`config.mk`:
```
export PLATFORM = sky130hd
export DESIGN_NAME = sn_addr_assigner
export DESIGN_NICKNAME = d
export VERILOG_FILES = /design/src/rtl/sn_addr_assigner.sv
export SDC_FILE = /design/constraint.sdc
export NUM_CORES = 1
export LEC_CHECK = 0
export BUFFER_PORTS_ARGS = -buffer_cell sky130_fd_sc_hd__clkbuf_2
export CORE_ASPECT_RATIO = 0.9
export CORE_MARGIN = 5
export CORE_UTILIZATION = 60
export DETAILED_ROUTE_END_ITERATION = 7
export MAX_ROUTING_LAYER = met4
export PLACE_DENSITY = 0.82
export SYNTH_ARGS = -nofsm -noshare
export SYNTH_HDL_FRONTEND = slang
export SYNTH_SLANG_ARGS = --single-unit
```
`constraint.sdc`:
```
create_clock -name clk -period 31.4 [get_ports clk]
set_clock_uncertainty 0.1 [all_clocks]
set_input_delay 6.28 -clock clk [delete_from_list [all_inputs] [get_ports clk]]
set_output_delay 6.28 -clock clk [all_outputs]
set_load 0.01 [all_outputs]
```
`src/rtl/sn_addr_assigner.sv`:
```
module sn_addr_assigner #(
  parameter int ID_W = 8,
  parameter int SN_BYTES = 6,
  parameter logic [8*SN_BYTES-1:0] SERIAL = {SN_BYTES{8'hA5}}
) (
  input  logic            clk,
  input  logic            rst_n,
  input  logic            start_stb,
  input  logic            stop_stb,
  input  logic            scl_rise,
  input  logic            scl_fall,
  input  logic            sda_in,
  input  logic [1:0]      cmd,
  input  logic [ID_W-1:0] id_byte,
  output logic            sda_pull,
  output logic [ID_W-1:0] dev_id,
  output logic            assigned
);
  localparam int SN_W     = 8 * SN_BYTES;
  localparam int CTRL_ACK = 9;
  localparam int ID_ACK   = 18;
  localparam int FIRST_SN = ID_ACK + 1;
  localparam int LAST_ACK = ID_ACK + 9 * SN_BYTES;
  localparam int CLR_ACK  = ID_ACK + 9;
  localparam int CW       = $clog2(LAST_ACK + 2);
  localparam logic [CW-1:0] CMAX = {CW{1'b1}};
  localparam logic [1:0] C_ASSIGN = 2'b01;
  localparam logic [1:0] C_CLEAR  = 2'b10;

  logic [CW-1:0]   cnt;
  logic [1:0]      cmd_q;
  logic [ID_W-1:0] id_q;
  logic            active, nack;

  int nb, p, slot, sidx;
  logic in_sn, data_slot, sn_bit, ok_cmd, pull_next, lose;
  logic [SN_W-1:0] sn_sh;

  always_comb begin
    nb        = int'(cnt) + 1;
    p         = nb - FIRST_SN;
    in_sn     = (nb >= FIRST_SN) && (nb < LAST_ACK);
    slot      = in_sn ? (p % 9) : 0;
    data_slot = in_sn && (slot < 8);
    sidx      = data_slot ? ((p / 9) * 8 + slot) : 0;
    sn_sh     = SERIAL >> (SN_W - 1 - sidx);
    sn_bit    = sn_sh[0];
  end

  assign ok_cmd = ((cmd == C_ASSIGN) && !assigned) || (cmd == C_CLEAR);
  assign lose   = active && (cmd_q == C_ASSIGN) && data_slot && !sda_pull && !sda_in;

  always_comb begin
    if (nb == CTRL_ACK)                           pull_next = ok_cmd;
    else if (!active)                             pull_next = 1'b0;
    else if (nb == ID_ACK)                        pull_next = 1'b1;
    else if ((cmd_q == C_ASSIGN) && data_slot)    pull_next = ~sn_bit;
    else if ((cmd_q == C_CLEAR) && nb == CLR_ACK) pull_next = 1'b1;
    else                                          pull_next = 1'b0;
  end

  always_ff @(posedge clk or negedge rst_n) begin
    if (!rst_n) begin
      cnt      <= CMAX;
      cmd_q    <= '0;
      id_q     <= '0;
      active   <= 1'b0;
      nack     <= 1'b0;
      sda_pull <= 1'b0;
      dev_id   <= '0;
      assigned <= 1'b0;
    end else if (start_stb) begin
      cnt      <= '0;
      active   <= 1'b0;
      nack     <= 1'b0;
      sda_pull <= 1'b0;
    end else if (stop_stb) begin
      if (active && cmd_q == C_ASSIGN && int'(cnt) == LAST_ACK && nack) begin
        dev_id   <= id_q;
        assigned <= 1'b1;
      end
      if (active && cmd_q == C_CLEAR && int'(cnt) == CLR_ACK) begin
        dev_id   <= '0;
        assigned <= 1'b0;
      end
      cnt      <= CMAX;
      active   <= 1'b0;
      sda_pull <= 1'b0;
    end else begin
      if (scl_rise) begin
        if (cnt != CMAX) cnt <= cnt + 1'b1;
        if (lose) active <= 1'b0;
        if (nb == LAST_ACK) nack <= sda_in;
      end
      if (scl_fall) begin
        sda_pull <= pull_next;
        if (nb == CTRL_ACK) begin
          cmd_q  <= cmd;
          active <= ok_cmd;
        end
        if (nb == ID_ACK) id_q <= id_byte;
      end
    end
  end
endmodule


```
==> metrics.cfg <==
[status]
status=finished clean

[synth]
synth-edff-count=0
synthFlopType=dfrtp_1
synthArstFlopShare=1.00
yosysUniqueCellTypes=110
netlist_area_mm2=0.00657
ys_warn_count=0
synth_seq_cells=29
netlist_instances=911
syn_area_per_cell_um2=7.22
syn_nets=970
synth_seq_area_share=0.112

[route]
viasPerCell=6.93
routed_wl_mm=19.2
drc=0
ant_nets=0
drt-initial-drc-count=931
wl_per_cell_um=18.5
via_count=7197
dr.pass1.iters=6

[grt]
grt_pass1_wl_mm=31.7
grt_usage=0.298
grt-ovfl-total=0
antenna_found_initial=0
grt_pass1_vias=6385
grt-busiest-layer=met2
grt_max_degree=35
use_met1=0.432
grtUsageMet3=0.0406
grt_use_met2=0.446

[cells_and_area]
finalNonFillerCells=1038
drive_gt1_frac=0.114
area_growth_pct=4.05
final_cell_mix=nand2_1, nor2_1, a21oi_1, o21ai_0, xnor2_1
n_fill_cell=946
final_common_cell=nand2_1
antennaDiodeCount=0
nNetsFinal=963

[sta]
finalCritPeriodShare=0.443
hold_ws_ns=0.376
worstMarginPinSlew_ns=1.03
rsz0062_at_grt=false
final_hold_viol_count=0
setup_ws_ns=17.49
maxSlewHeadroom=0.308
max_freq_ghz=0.0719
setup_tns_ns=0
fin_crit_ns=13.91
setup_viol=0
maxSlewViolCount=0

[placement]
routabilityCongestion=1.02
dp_cells=1030
port-buffer-count=26
dp_hpwl_mm=15.0
dp_slack_ns=17.74

[die]
die_y_um=109
dieArea_mm2=0.0132
coreArea_mm2=0.0108
num_rows=36
ioPinCount=27
start_util=0.611
die_w_um=120

[setup_path]
cp_slowest_cell=dfstp_2
critPathTopFamily=compound AO/OA/AOI/OAI gates
cpMostUsedCell=a21oi_1
worst-path-buf-inv=3
crit_type=flop to flop
crit_required_ns=31.46
worst_setup_path_start_kind=flop
cpPeakStageDelay_ns=0.73
cp.arrival_ns=13.97
end_kind=flop
cp_max_fo=19

[clock_network]
clk_latency_ns=0.27
holdBufCountCts=0
cts_buffers=5
clk_transition_reported_paths_ns=0.05
cts_tree=done
clk_path_buf_depth=2
post_cts_resized=0
clock_sinks=29
post_cts_buffers=0
clockRootBuffer=clkbuf_16
h-tree-depth=2

[min_path]
hold_path_class=flop to flop

[flow_run]
max_cap_violations=0

cell usage after synthesis, types with 14 or more instances:
cell | count | area share
inv_1 | 29 | 0.017
or3_1 | 14 | 0.013
dfrtp_1 | 22 | 0.084
ha_1 | 41 | 0.078
and2_1 | 20 | 0.019
nand2_1 | 95 | 0.054
nor3_1 | 40 | 0.030
xor2_1 | 14 | 0.019
o21ai_0 | 46 | 0.035
a21o_1 | 19 | 0.022
nand3_1 | 43 | 0.033
clkbuf_1 | 25 | 0.014
xnor2_1 | 44 | 0.059
a21oi_1 | 58 | 0.044
nor2_1 | 88 | 0.050
a31oi_1 | 15 | 0.014
stage by stage:
stage          cell area (µm²)   util
2_1_floorplan             6570      -
3_3_place_gp              6690  0.622
3_5_place_dp              6690  0.622
4_1_cts                   6840  0.635
5_1_grt                   6840  0.635
6_report                  6840  0.635
area by class of cell:
cell class              instances  area (µm²)  share of cell area
clock buffers                   8         146              0.0214
inverters                      31         116              0.0170
multi-input cells             810        5540               0.810
flip-flops and latches         29         734               0.107
well taps                     133         166              0.0243
repair buffers                 27         138              0.0201
worst register-to-register path: cells and delay by family, from the launching register on:
family                   cells  cell delay (ns)
adder cells (fa/ha/maj)      5             1.82
AND/OR/NAND/NOR             13             2.88
XOR/XNOR                     3             0.65
buffers and inverters        3             0.32
flip-flops                   1             0.73
AO/OA/AOI/OAI               31             7.30
per-layer routing:
layer / routed length [µm] / share of wire / vias to the layer above
met5: 0 / 0 / -
met4: 346 / 0.018 / 0
met3: 1670 / 0.087 / 47
met2: 8170 / 0.42 / 366
met1: 9060 / 0.47 / 3358
li1: - / - / 3426
registers in the layout, summed over array words and instances, names as in the netlist:
name and flops:
id_q 8, active 1, dev_id 8, cmd_q 2, cnt 7, sda_pull 1
nack 1, assigned 1
cell families (layout without fill, tap and decap cells):
family,count (synthesis),in the layout,share of synthesized area
xor+xnor,59,59,0.0797
buf+inv,72,66,0.0457
compound gates,293,293,0.334
fa+ha+maj,42,42,0.0811
flops,29,29,0.112
simple gates,390,390,0.305
mux,26,26,0.0421
final timing paths:
path	from	endpoint	slack, ns	cells after the start
min	dev_id[6]	dev_id[6]	0.38	2
max reg2reg	cnt[0]	sda_pull	17.49	55
max in group asynchronous	rst_n	cmd_q[1]	24.78	1
min reg2reg	dev_id[6]	dev_id[6]	0.38	2
min in group asynchronous	rst_n	id_q[3]	5.96	1
max	cnt[0]	sda_pull	17.49	55
Power is left out: the tool's default activity adds up to more than one toggle a clock period on the data nets, which glitch-free logic cannot reach.
